--- config.mk ---
export PLATFORM = sky130hd
export DESIGN_NAME = cfg_xact_engine
export DESIGN_NICKNAME = d
export VERILOG_FILES = /design/src/rtl/cfg_xact_engine.sv
export SDC_FILE = /design/constraint.sdc
export NUM_CORES = 1
export LEC_CHECK = 0
export ABC_AREA = 1
export ABC_CLOCK_PERIOD_IN_PS = 6300
export BUFFER_PORTS_ARGS = -buffer_cell sky130_fd_sc_hd__buf_2
export CAP_MARGIN = 10
export CORE_MARGIN = 4
export CORE_UTILIZATION = 42
export CTS_CLUSTER_DIAMETER = 60
export DETAILED_ROUTE_END_ITERATION = 16
export GPL_TIMING_DRIVEN = 0
export PLACE_DENSITY = 0.57
export SLEW_MARGIN = 20
export SYNTH_ARGS = -nofsm -noshare
export SYNTH_HDL_FRONTEND = slang
export SYNTH_SLANG_ARGS = --single-unit
--- constraint.sdc ---
create_clock -name clk -period 6.3 [get_ports clk]
set_input_delay 0.63 -clock clk [delete_from_list [all_inputs] [get_ports clk]]
set_output_delay 0.63 -clock clk [all_outputs]
set_load 0.005 [all_outputs]
--- src/rtl/cfg_xact_engine.sv ---
module cfg_xact_engine #(
  parameter int AW = 12,
  parameter int DB_OSC_N = 2,
  parameter int DB_VOLT_N = 2,
  parameter logic [DB_OSC_N*32-1:0] DB_OSC_INIT = {32'd45000000, 32'd30000000},
  parameter logic [DB_VOLT_N*32-1:0] DB_VOLT = {32'd1000000, 32'd900000}
) (
  input  logic          clk,
  input  logic          rst_n,
  input  logic          cfg_present,
  input  logic          bus_sel,
  input  logic          bus_wr,
  input  logic [AW-1:0] bus_addr,
  input  logic [31:0]   bus_wdata,
  output logic [31:0]   bus_rdata,
  output logic          shutdown_req,
  output logic          reboot_req
);
  localparam int MB_OSC_N = 6;
  localparam int DOW = (DB_OSC_N > 1) ? $clog2(DB_OSC_N) : 1;
  localparam int DVW = (DB_VOLT_N > 1) ? $clog2(DB_VOLT_N) : 1;
  localparam logic [AW-1:0] A_DATA = AW'('hA0);
  localparam logic [AW-1:0] A_CTRL = AW'('hA4);
  localparam logic [AW-1:0] A_STAT = AW'('hA8);
  localparam logic [31:0] CTRL_ZERO = 32'h800C_0000;
  localparam logic [31:0] MB_SUPPLY = 32'd3300000;

  logic [31:0] data_q, ctrl_q;
  logic [1:0]  stat_q;
  logic        pend_q;
  logic [31:0] mb_osc [MB_OSC_N];
  logic [31:0] db_osc [DB_OSC_N];

  wire wr_acc  = cfg_present && bus_sel && bus_wr;
  wire wr_data = wr_acc && bus_addr == A_DATA;
  wire wr_ctrl = wr_acc && bus_addr == A_CTRL;
  wire wr_stat = wr_acc && bus_addr == A_STAT;

  wire        is_wr = ctrl_q[30];
  wire [3:0]  dcc   = ctrl_q[29:26];
  wire [5:0]  fn    = ctrl_q[25:20];
  wire [1:0]  site  = ctrl_q[17:16];
  wire [3:0]  pos   = ctrl_q[15:12];
  wire [11:0] dev   = ctrl_q[11:0];

  logic        ok;
  logic [31:0] rval;

  always_comb begin
    ok = 1'b0;
    rval = 32'd0;
    if (dcc == 4'd0 && pos == 4'd0 && site < 2'd2) begin
      case (fn)
        6'd1: begin
          if (site == 2'd0 && dev < 12'd6) begin
            ok = 1'b1;
            rval = mb_osc[dev[2:0]];
          end else if (site == 2'd1 && 32'(dev) < DB_OSC_N) begin
            ok = 1'b1;
            rval = db_osc[dev[DOW-1:0]];
          end
        end
        6'd2: begin
          if (!is_wr && site == 2'd0 && dev == 12'd0) begin
            ok = 1'b1;
            rval = MB_SUPPLY;
          end else if (!is_wr && site == 2'd1 && 32'(dev) < DB_VOLT_N) begin
            ok = 1'b1;
            rval = DB_VOLT[dev[DVW-1:0]*32 +: 32];
          end
        end
        6'd7, 6'd8, 6'd9, 6'd11: ok = is_wr && site == 2'd0 && dev == 12'd0;
        default: ok = 1'b0;
      endcase
    end
  end

  always_ff @(posedge clk) begin
    if (!rst_n) begin
      data_q <= '0;
      ctrl_q <= '0;
      stat_q <= '0;
      pend_q <= 1'b0;
      shutdown_req <= 1'b0;
      reboot_req <= 1'b0;
      mb_osc[0] <= 32'd50000000;
      mb_osc[1] <= 32'd23750000;
      for (int i = 2; i < MB_OSC_N; i++) mb_osc[i] <= 32'd24000000;
      for (int i = 0; i < DB_OSC_N; i++) db_osc[i] <= DB_OSC_INIT[i*32 +: 32];
    end else begin
      shutdown_req <= 1'b0;
      reboot_req <= 1'b0;
      pend_q <= 1'b0;
      if (wr_data) data_q <= bus_wdata;
      if (wr_stat) stat_q <= bus_wdata[1:0];
      if (wr_ctrl) begin
        ctrl_q <= bus_wdata & ~CTRL_ZERO;
        pend_q <= bus_wdata[31];
      end
      if (pend_q) begin
        stat_q <= {~ok, 1'b1};
        if (ok && !is_wr) data_q <= rval;
        if (ok && is_wr && fn == 6'd1) begin
          if (site == 2'd0) mb_osc[dev[2:0]] <= data_q;
          else db_osc[dev[DOW-1:0]] <= data_q;
        end
        shutdown_req <= ok && is_wr && fn == 6'd8;
        reboot_req   <= ok && is_wr && fn == 6'd9;
      end
    end
  end

  assign bus_rdata = !cfg_present       ? 32'd0 :
                     bus_addr == A_DATA ? data_q :
                     bus_addr == A_CTRL ? ctrl_q :
                     bus_addr == A_STAT ? {30'd0, stat_q} : 32'd0;
endmodule

==> impl_metrics.tcl, run 1 <==
set metrics [dict create \
    crit_family "simple AND/OR/NAND/NOR gates" \
    async_flop_share_pct 0 \
    ir_worst_vdd_mv 0.191 \
    status "complete, no violations" \
    fillCellCount 3901 \
    ys_seq_area_share_pct 61.9 \
    core-area_mm2 0.0419 \
    grt_max_degree 33 \
    ys.flop_type "edfxtp_1" \
    total_power_mw 5.70 \
    antenna_cells 0 \
    dpl.hpwl_um 46100 \
    critical_path.max_stage_delay_ps 740 \
    cp.required_ps 6480 \
    powerDensity_mw_per_mm2 275 \
    cap_viol_max_count 0 \
    cts_root_buffer "clkbuf_16" \
    combPwrFrac_pct 2.6 \
    synthSimpleGateAreaFrac_pct 20.5 \
    layout.cells.non_filler 2565 \
    synth_edf_count 320 \
    crit_chain "inv_1 -> nand2_1 -> nor3_2 -> o21ai_1 -> inv_1 -> nand3_1 -> nor2_2 -> nand3_1 -> nor2_2 -> inv_2 -> buf_2 -> nand2_2" \
    antenna_found_initial 1 \
    fp-row-count 75 \
    synth.area.mux_share_pct 0 \
    synth_top_family_by_area "simple AND/OR/NAND/NOR gates" \
    start_util_pct 42.4 \
    grt.overflow.total 0 \
    yosysMostFrequentCell "nand2_1" \
    fin_worst_skew_ps 16.3 \
    rrSetupSlack_ps 2290 \
    swShare_pct 20.6 \
    p_switching_mw 1.17 \
    clk_latency_ps 570 \
    gp_congestion 0.945 \
    hp-class "in -> reg" \
    numCtsBuffers 44 \
    leakagePower_nw 7.68 \
    internal-power_mw 4.52 \
    die_x_um 214 \
    cts.clk_slew.worst_paths_ps 60 \
    worst_pin_slew_ps 1050 \
    cp_num_buf_inv 4 \
    die_h_um 214 \
    syn-cell-area_mm2 0.0178 \
    grt_pass1_wl_um 89200 \
    synth-compound-area-share_pct 11.6 \
    slew_viol_final 0 \
    ant_nets 0 \
    critPathSlowestCell "nor3_2" \
    top_level_ports 83 \
    rsz0062_at_grt "false" \
    synthCells 1796 \
    final-setup-viol-count 0 \
    h-tree-depth 2 \
    drc 0 \
    timing.fmax_ghz 0.249 \
    synth_fa_ha_area_share_pct 0 \
    regArea_mm2 0.0110 \
    cp_max_fo 32 \
    cp-end-kind "flip-flop" \
    drt_pass1_iterations 5 \
    clkPwrFrac_pct 47.1 \
    hold_viol 0 \
    drt_iter0_drc 1434 \
    dr_total_vias 14445 \
    maxSlewHeadroom_pct 30.1 \
    synthDistinctLibCells 42 \
    synth_largest_area_cell "edfxtp_1" \
    avgViaCountPerCell 5.63 \
    worstSetupPathType "reg -> reg" \
    port_buffers 81 \
    grt_pass1_vias 13856 \
    grt_usage_pct 26.6 \
    min_period_ps 4010 \
    cts_tree "built" \
    wire_per_inst_um 23.8 \
    die_area_mm2 0.0457 \
    synth_area_leaders "edfxtp_1 54%, nand2_1 8.7%, dfxtp_1 7.9%, nand3_1 4.6%, a21oi_1 4.4%" \
    synthTopCellsByCount "414 x nand2_1, 320 x edfxtp_1, 173 x nor2_1, 164 x nand3_1, 157 x a21oi_1" \
    synth_seq_cells 390 \
    arrival_ps 4190 \
    wirelength_um 61100 \
    multi_input_area_mm2 0.00598 \
    pwr-share-seq_pct 50.3 \
    nets 2041 \
    syn_to_final_growth_pct 16.6 \
    dp_cells 2485 \
    startpoint_type "flip-flop" \
    ys_warn_count 0 \
    synthXorXnorAreaFrac_pct 0 \
    synth_top_area_share_pct 54.0 \
    clock-sinks 390 \
    timing.final.crit_share_pct 63.6 \
    cts_setup_buffers 0 \
    syn_area_per_cell_um2 9.91 \
    drive_gt1_share_pct 12.0 \
    clk_path_buf_depth 3 \
    cts.hold.buffers_added 0 \
    cts_resized 0 \
]
==> final timing paths <==
path | start | to | cells past startpoint
worst min-delay path | bus_wdata[31] | pend_q | 3
worst max register to register | ctrl_q[12] | db_osc[1][0] | 12
worst max-delay path | ctrl_q[12] | db_osc[1][0] | 12
worst min register to register | ctrl_q[7] | ctrl_q[7] | 2
==> logic make-up (layout without fill, tap and decap cells) <==
| group | count (synthesis) | after routing |
|---|---|---|
| DFF | 390 | 390 |
| and+or+nand+nor | 825 | 825 |
| other | 1 | 64 |
| AOI/OAI and AO/OA | 329 | 329 |
| buffers and inverters | 251 | 418 |
==> cell type report <==
| class | instances | share of cell area, % |
|---|---|---|
| buffer | 124 | 2.85 |
| timing repair buffer | 87 | 2.47 |
| inverter | 127 | 2.30 |
| sequential | 390 | 53.1 |
| clock inverter | 21 | 1.34 |
| multi-input combinational | 1218 | 28.8 |
| clock buffer | 59 | 5.87 |
| tap | 539 | 3.25 |
==> sequential cells by signal, indices dropped and copies added (netlist names), named ones only <==
register      count
ctrl_q           29
pend_q            1
reboot_req        1
mb_osc          256
data_q           32
db_osc           64
shutdown_req      1
stat_q            2
==> tightest hold or removal path: stages <==
cell and delay (ps):
buf_2 90, inv_1 130, nor3_1 70
==> layer usage <==
layer  routed length, um  track usage [%]  vias up
met5                   0                0        -
met1               25400             36.5     7005
met2               28600             43.0      694
li1                    -                -     6607
met4                2470             10.3        0
met3                4740             3.82      139
==> per-stage QoR <==
step	instance area, um^2	TNS (ps)	util [%]	hold WS [ps]	worst slack [ps]
2_1_floorplan	18000	0	-	440	2040
3_3_place_gp	19100	-22010	45.6	464	-690
3_5_place_dp	19200	0	45.9	463	2370
4_1_cts	20700	0	49.5	368	2340
5_1_grt	20700	0	49.5	400	2080
6_report	20700	0	49.5	408	2290
==> power groups by stage <==
stage	Combinational (mW)	Sequential, mW	Clock (mW)
6_report	0.146	2.86	2.69
3_5_place_dp	0.142	2.92	0
4_1_cts	0.142	2.86	2.71
5_1_grt	0.156	2.87	2.82
2_1_floorplan	0.0696	2.91	0
3_3_place_gp	0.132	2.92	0
==> cell usage in the layout, fill, tap and decap left out, drive strengths merged <==
cell / synthesis / routed
nor4: 3 / 3
o311ai: 8 / 8
a311oi: 1 / 1
o21ai: 50 / 50
inv: 122 / 123
a221oi: 16 / 16
a21oi: 157 / 157
a31oi: 12 / 12
clkbuf: 94 / 153
o32ai: 27 / 27
a221o: 1 / 1
nand4: 9 / 9
nor3: 7 / 7
clkinvlp: 0 / 1
nand2: 437 / 437
conb: 1 / 64
clkinv: 5 / 17
nand3: 168 / 168
bufinv: 0 / 7
dfxtp: 70 / 70
buf: 30 / 117
a32o: 22 / 22
nor2: 200 / 200
and2: 1 / 1
a22oi: 11 / 11
o211ai: 23 / 23
edfxtp: 320 / 320
o31ai: 1 / 1
Note: power is estimated with default switching activity, not from simulation.
==> run 2: changes to the inputs <==
--- a/config.mk
+++ b/config.mk
@@ -5,8 +5,8 @@
 export SDC_FILE = /design/constraint.sdc
 export NUM_CORES = 1
 export LEC_CHECK = 0
-export ABC_AREA = 1
-export ABC_CLOCK_PERIOD_IN_PS = 6300
+export ABC_AREA = 0
+export ABC_CLOCK_PERIOD_IN_PS = 3780
 export BUFFER_PORTS_ARGS = -buffer_cell sky130_fd_sc_hd__buf_2
 export CAP_MARGIN = 10
 export CORE_MARGIN = 4
==> constraint.sdc (replaced) <==
create_clock -name clk -period 3.78 [get_ports clk]
set_input_delay 0.378 -clock clk [delete_from_list [all_inputs] [get_ports clk]]
set_output_delay 0.378 -clock clk [all_outputs]
set_load 0.005 [all_outputs]
==> run 2 against run 1 <==
  * Synthesized area fell by 1.3%
  * Largest cell class unchanged
  * Synthesized cell count fell by 30%
  * Highest routed layer unchanged
  * Combinational power grew 120%
  * Sequential power grew 69%
  * Core utilization grew 1.4 points
  * Register-to-register slack got worse by 2200 ps
  * Clock-buffer cell count down 4
  * Final cell count down 20%
  * Critical path depth shrank 3
  * Worst hold slack lost 310 ps
  * Largest power group unchanged
==> impl_metrics.tcl, run 2 <==
set metrics [dict create \
    antenna_cells 0 \
    swShare_pct 20.3 \
    fin_worst_skew_ps 25.4 \
    numCtsBuffers 42 \
    grt_max_degree 26 \
    nets 1531 \
    critPathSlowestCell "or4_1" \
    drt_pass1_iterations 7 \
    fillCellCount 3643 \
    synth_area_leaders "edfxtp_1 55%, mux4_2 8.2%, dfxtp_1 8.0%, and2_1 6.2%, nand2b_1 3.0%" \
    synth_seq_cells 390 \
    holdWs_ps 101 \
    arrival_ps 3930 \
    timing.fmax_ghz 0.271 \
    die_area_mm2 0.0451 \
    ant_nets 0 \
    synth_largest_area_cell "edfxtp_1" \
    final_cell_mix "320 x edfxtp_1, 173 x and2_1, 101 x nand2_1" \
    largest_reg_flops 256 \
    clk_latency_ps 550 \
    cp-end-kind "flip-flop" \
    yosysMostFrequentCell "edfxtp_1" \
    cap_viol_max_count 0 \
    final-setup-viol-count 0 \
    dpl-instance-area_mm2 0.0191 \
    hp-class "in -> reg" \
    grt.overflow.total 0 \
    ys_seq_area_share_pct 62.7 \
    critical_path.max_stage_delay_ps 620 \
    antenna_found_initial 0 \
    clkPwrFrac_pct 43.8 \
    syn_to_final_growth_pct 19.0 \
    p_switching_mw 1.87 \
    status "complete, no violations" \
    slew_viol_final 0 \
    cts.clk_slew.worst_paths_ps 60 \
    dr_total_vias 11176 \
    synthCells 1249 \
    syn-cell-area_mm2 0.0176 \
    async_flop_share_pct 0 \
    worstSetupPathType "reg -> reg" \
    ys.flop_type "edfxtp_1" \
    grt_pass1_vias 11504 \
    leakagePower_nw 7.38 \
    drt_iter0_drc 1113 \
    cp_max_fo 13 \
    clk_path_buf_depth 3 \
    cts_root_buffer "clkbuf_16" \
    grt_pass1_wl_um 75700 \
    rsz0062_at_grt "false" \
    hold_viol 0 \
    cp.required_ps 4020 \
    clock-sinks 390 \
    ir_worst_vdd_mv 0.314 \
    internal-power_mw 7.32 \
    grt_usage_pct 22.8 \
    crit_chain "or4_1 -> or4_1 -> o32ai_2 -> o2111ai_1 -> buf_4 -> nor4_4 -> buf_4 -> nand2b_4 -> buf_12" \
    h-tree-depth 2 \
    wirelength_um 50800 \
    cts.hold.buffers_added 0 \
    largest_register "mb_osc" \
    synth_top_area_share_pct 54.7 \
    final_common_cell "edfxtp_1" \
    dpl.hpwl_um 34900 \
    die_h_um 212 \
    synthTopCellsByCount "320 x edfxtp_1, 173 x and2_1, 101 x nand2_1, 85 x nand2b_1, 70 x dfxtp_1" \
    drive_gt1_share_pct 22.0 \
    pwr-share-seq_pct 52.7 \
    core-area_mm2 0.0411 \
    gp_congestion 0.882 \
    combPwrFrac_pct 3.5 \
    synth_edf_count 320 \
    startpoint_type "flip-flop" \
    port_buffers 82 \
    wire_per_inst_um 24.9 \
    min_period_ps 3690 \
    syn_area_per_cell_um2 14.1 \
    total_power_mw 9.19 \
    powerDensity_mw_per_mm2 440 \
    avgViaCountPerCell 5.47 \
    top_level_ports 83 \
    fp-row-count 74 \
    worst_pin_slew_ps 1090 \
    ys_warn_count 0 \
    postLayoutCellArea_mm2 0.0209 \
    cts_tree "built" \
    start_util_pct 42.7 \
    die_x_um 212 \
    timing.final.crit_share_pct 97.6 \
    maxSlewHeadroom_pct 27.3 \
    synthDistinctLibCells 56 \
    reg.largest.list "mb_osc (256), db_osc (64), data_q (32)" \
    drc 0 \
]
## run 2: what timing repair did
item	4_1_cts	5_1_grt
gates cloned	2	0
endpoints found under the hold margin	0	0
gates resized for setup	17	8
setup endpoints to repair	291	242
setup buffers	20	15
pin swaps	6	2
## run 2: routing by layer
metal / vias to the layer above / share of wire (%) / routed length, um / GRT usage [%]
met1: 5664 / 43 / 22000 / 32.1
met3: 58 / 6.1 / 3130 / 3.32
li1: 5080 / - / - / -
met4: 0 / 1.7 / 877 / 4.91
met2: 374 / 49 / 24800 / 38.0
met5: - / 0 / 0 / 0
## run 2: metrics by stage
stage,utilization [%],setup TNS [ps],worst slack [ps],instances
finish,50.8,0,90.7,2044
global route,50.8,0,5.67,2044
CTS,50.4,0,9.06,2030
detailed placement,46.4,-97320,-885,1934
global placement,45.9,-356780,-1740,1926
floorplan,-,0,8.56,1312
## run 2: area by class of cell
cell class	count	area (um^2)	share of cell area, %
multi-input cells	825	6510	31.2
well taps	532	666	3.19
clock buffers	55	1130	5.42
flip-flops and latches	390	11000	52.7
plain buffers	94	418	2.00
inverters	4	15.0	0.0719
repair buffers	125	946	4.53
clock inverters	19	193	0.923
## run 2: critical path: cells and delay by family, from the launching register on
kind                   cells  cell delay, ps
flip-flops                 1             370
buffers and inverters      3             750
AO/OA/AOI/OAI              2             500
AND/OR/NAND/NOR            4            1750
## run 2: kinds of logic after synthesis
| kind of cell | after synthesis | synth area share [%] |
|---|---|---|
| compound gates | 159 | 6.41 |
| xor+xnor | 2 | 0.0998 |
| buf+inv | 99 | 2.27 |
| flops | 390 | 62.7 |
| mux | 158 | 13.9 |
| other cells | 1 | 0.0214 |
| simple gates | 440 | 14.6 |
## run 2: power groups by stage
stage          sequential (mW)  combinational (mW)  clock (mW)
2_1_floorplan             4.92               0.149           0
3_3_place_gp              4.93               0.255           0
3_5_place_dp              4.94               0.279           0
4_1_cts                   4.84               0.305        4.09
5_1_grt                   4.86               0.346        4.25
6_report                  4.84               0.324        4.02
## run 2: path summary, 6_finish.rpt
path	slack [ps]	startpoint	endpoint	cells past startpoint
worst max-delay path	90	ctrl_q[4]	mb_osc[4][29]	9
worst min-delay path	100	bus_wdata[3]	ctrl_q[3]	3
worst max register to register	90	ctrl_q[4]	mb_osc[4][29]	9
worst min register to register	490	ctrl_q[5]	ctrl_q[5]	2
==> run 3: changes to the inputs <==
--- a/config.mk
+++ b/config.mk
@@ -5,13 +5,12 @@
 export SDC_FILE = /design/constraint.sdc
 export NUM_CORES = 1
 export LEC_CHECK = 0
-export ABC_AREA = 0
+export ABC_AREA = 1
 export ABC_CLOCK_PERIOD_IN_PS = 3780
 export BUFFER_PORTS_ARGS = -buffer_cell sky130_fd_sc_hd__buf_2
 export CAP_MARGIN = 10
 export CORE_MARGIN = 4
 export CORE_UTILIZATION = 42
-export CTS_CLUSTER_DIAMETER = 60
 export DETAILED_ROUTE_END_ITERATION = 16
 export GPL_TIMING_DRIVEN = 0
 export PLACE_DENSITY = 0.57
==> run 3 against run 2 <==
  * Clock-buffer cell count decreased by 1
  * Critical path depth increased by 6
  * Worst setup slack improved by 86 ps
  * Via count increased by 28%
  * Global-route usage increased by 3.7 points
  * Cell area decreased by 0.80%
  * Worst hold slack improved by 47 ps
  * Combinational power decreased by 24%
  * Register-to-register slack improved by 90 ps
  * Clock power increased by 7.2%
  * Sequential power decreased by 1%
  * Final cell count increased by 25%
==> impl_metrics.tcl, run 3 (same netlist as run 1, synthesis figures left out) <==
set metrics [dict create \
    syn_to_final_growth_pct 16.4 \
    dr_total_vias 14345 \
    h-tree-depth 2 \
    dpl.hpwl_um 46200 \
    start_util_pct 42.4 \
    largest_reg_flops 256 \
    layout.cells.non_filler 2562 \
    ir_worst_vdd_mv 0.360 \
    postLayoutCellArea_mm2 0.0207 \
    die_h_um 214 \
    dp_cells 2485 \
    grt_usage_pct 26.4 \
    worst_pin_slew_ps 1190 \
    met3_usage_pct 3.54 \
    powerDensity_mw_per_mm2 450 \
    min_period_ps 3600 \
    wire_per_inst_um 23.8 \
    worst_slack_ps 177 \
    timing.fmax_ghz 0.278 \
    port_buffers 81 \
    grtUsageMet1_pct 36.3 \
    clk_path_buf_depth 3 \
    top_usage_layer "met2" \
    startpoint_type "flip-flop" \
    die_area_mm2 0.0457 \
    grt_pass1_wl_um 89300 \
    nets 2040 \
    final_cell_mix "407 x nand2_1, 320 x edfxtp_1, 173 x nor2_1" \
    cts_root_buffer "clkbuf_16" \
    use_met2_pct 43.5 \
    grt_max_degree 33 \
    multi_input_area_mm2 0.00601 \
    fp-row-count 75 \
    numCtsBuffers 43 \
    largest_register "mb_osc" \
    cts.clk_slew.worst_paths_ps 60 \
    dpl-instance-area_mm2 0.0193 \
    gp_congestion 0.963 \
    ant_nets 0 \
    core-area_mm2 0.0419 \
    cts_tree "built" \
    avgViaCountPerCell 5.60 \
    drt_iter0_drc 1426 \
    cp-end-kind "flip-flop" \
    fin_worst_skew_ps 18.7 \
    rsz0062_at_grt "false" \
    cp_max_fo 19 \
    slew_viol_final 0 \
    die_x_um 214 \
    grt_pass1_vias 13975 \
    clk_latency_ps 550 \
    grt.overflow.total 0 \
    clock-sinks 390 \
    maxSlewHeadroom_pct 20.3 \
    leakagePower_nw 7.67 \
    worstSetupPathType "reg -> reg" \
    top_level_ports 83 \
    total_power_mw 9.33 \
    reg.largest.list "mb_osc (256), db_osc (64), data_q (32)" \
    drt_pass1_iterations 6 \
    cp.required_ps 4020 \
    arrival_ps 3840 \
    final-setup-viol-count 0 \
    drc 0 \
    drive_gt1_share_pct 12.1 \
    fillCellCount 3881 \
    cts_setup_buffers 0 \
    regArea_mm2 0.0110 \
    status "complete, no violations" \
    wirelength_um 60900 \
    hp-class "in -> reg" \
    hold_viol 0 \
    holdWs_ps 148 \
    antenna_found_initial 1 \
    timing.final.crit_share_pct 95.3 \
    final_common_cell "nand2_1" \
    place_ws_ps -156 \
    antenna_cells 0 \
    cap_viol_max_count 0 \
]
## run 3: cell types whose count changed in the layout (fill, tap and decap cells not counted), moves of 39 or more
cell / before / now
a21oi_1: 13 / 157
and2_1: 173 / 1
clkbuf_1: 63 / 102
inv_1: 4 / 119
mux2_2: 41 / 0
mux2i_1: 53 / 0
mux4_2: 64 / 0
nand2_1: 101 / 407
nand2b_1: 78 / 0
nand3_1: 6 / 164
nor2_1: 11 / 173
## run 3: final cells by class
type	instances	share of cell area, %
tap	539	3.26
inverter	127	2.30
sequential	390	53.1
multi-input combinational	1218	29.0
buffer	124	2.86
clock inverter	23	1.27
clock buffer	54	5.65
timing repair buffer	87	2.52
## run 3: critical path, cell delays in order, from the launching register on
cell and delay, ps:
dfxtp_1 310, nor2_1 140, nand2_1 160, nor2_1 240, nand2_2 220, nand2_1 190, nand2_2 150, nand2_2 100
nor2_1 60, nor2_4 140, nand4_4 160, nor2_8 350, nand3_4 190, buf_6 210, nand2_2 400, buf_16 240
## run 3: what timing repair did
| action | 4_1_cts | 5_1_grt |
|---|---|---|
| hold buffers | 0 | 0 |
| setup endpoints to repair | 112 | 112 |
| gates resized for setup | 1 | 4 |
## run 3: through the flow
step           setup TNS (ps)  utilization [%]
2_1_floorplan               0                -
3_5_place_dp            -7820             45.9
4_1_cts                     0             49.3
3_3_place_gp          -170720             45.6
6_report                    0             49.4
5_1_grt                     0             49.4
## run 3: final timing paths
kind / start / to / slack (ps) / depth (start not counted)
setup / recovery: ctrl_q[8] / mb_osc[3][27] / 180 / 15
hold / removal: bus_wdata[31] / pend_q / 150 / 3
hold reg to reg: ctrl_q[28] / ctrl_q[28] / 480 / 2
setup reg to reg: ctrl_q[8] / mb_osc[3][27] / 180 / 15
## run 3: metal layers
| layer | part of all wire, % | up-vias | wire, um |
|---|---|---|---|
| met5 | 0.021 | - | 13 |
| met4 | 3.7 | 2 | 2270 |
| met3 | 7.7 | 143 | 4670 |
| met2 | 47 | 724 | 28800 |
| met1 | 41 | 6884 | 25100 |
| li1 | - | 6592 | - |
## run 3: report_power, final
group / leakage (nW) / switching, mW / internal (mW) / total, mW
clock network: 0.705 / 1.71 / 2.60 / 4.31
registers: 3.54 / 0.0319 / 4.74 / 4.77
logic: 3.43 / 0.181 / 0.0661 / 0.247
total: 7.67 / 1.93 / 7.40 / 9.33
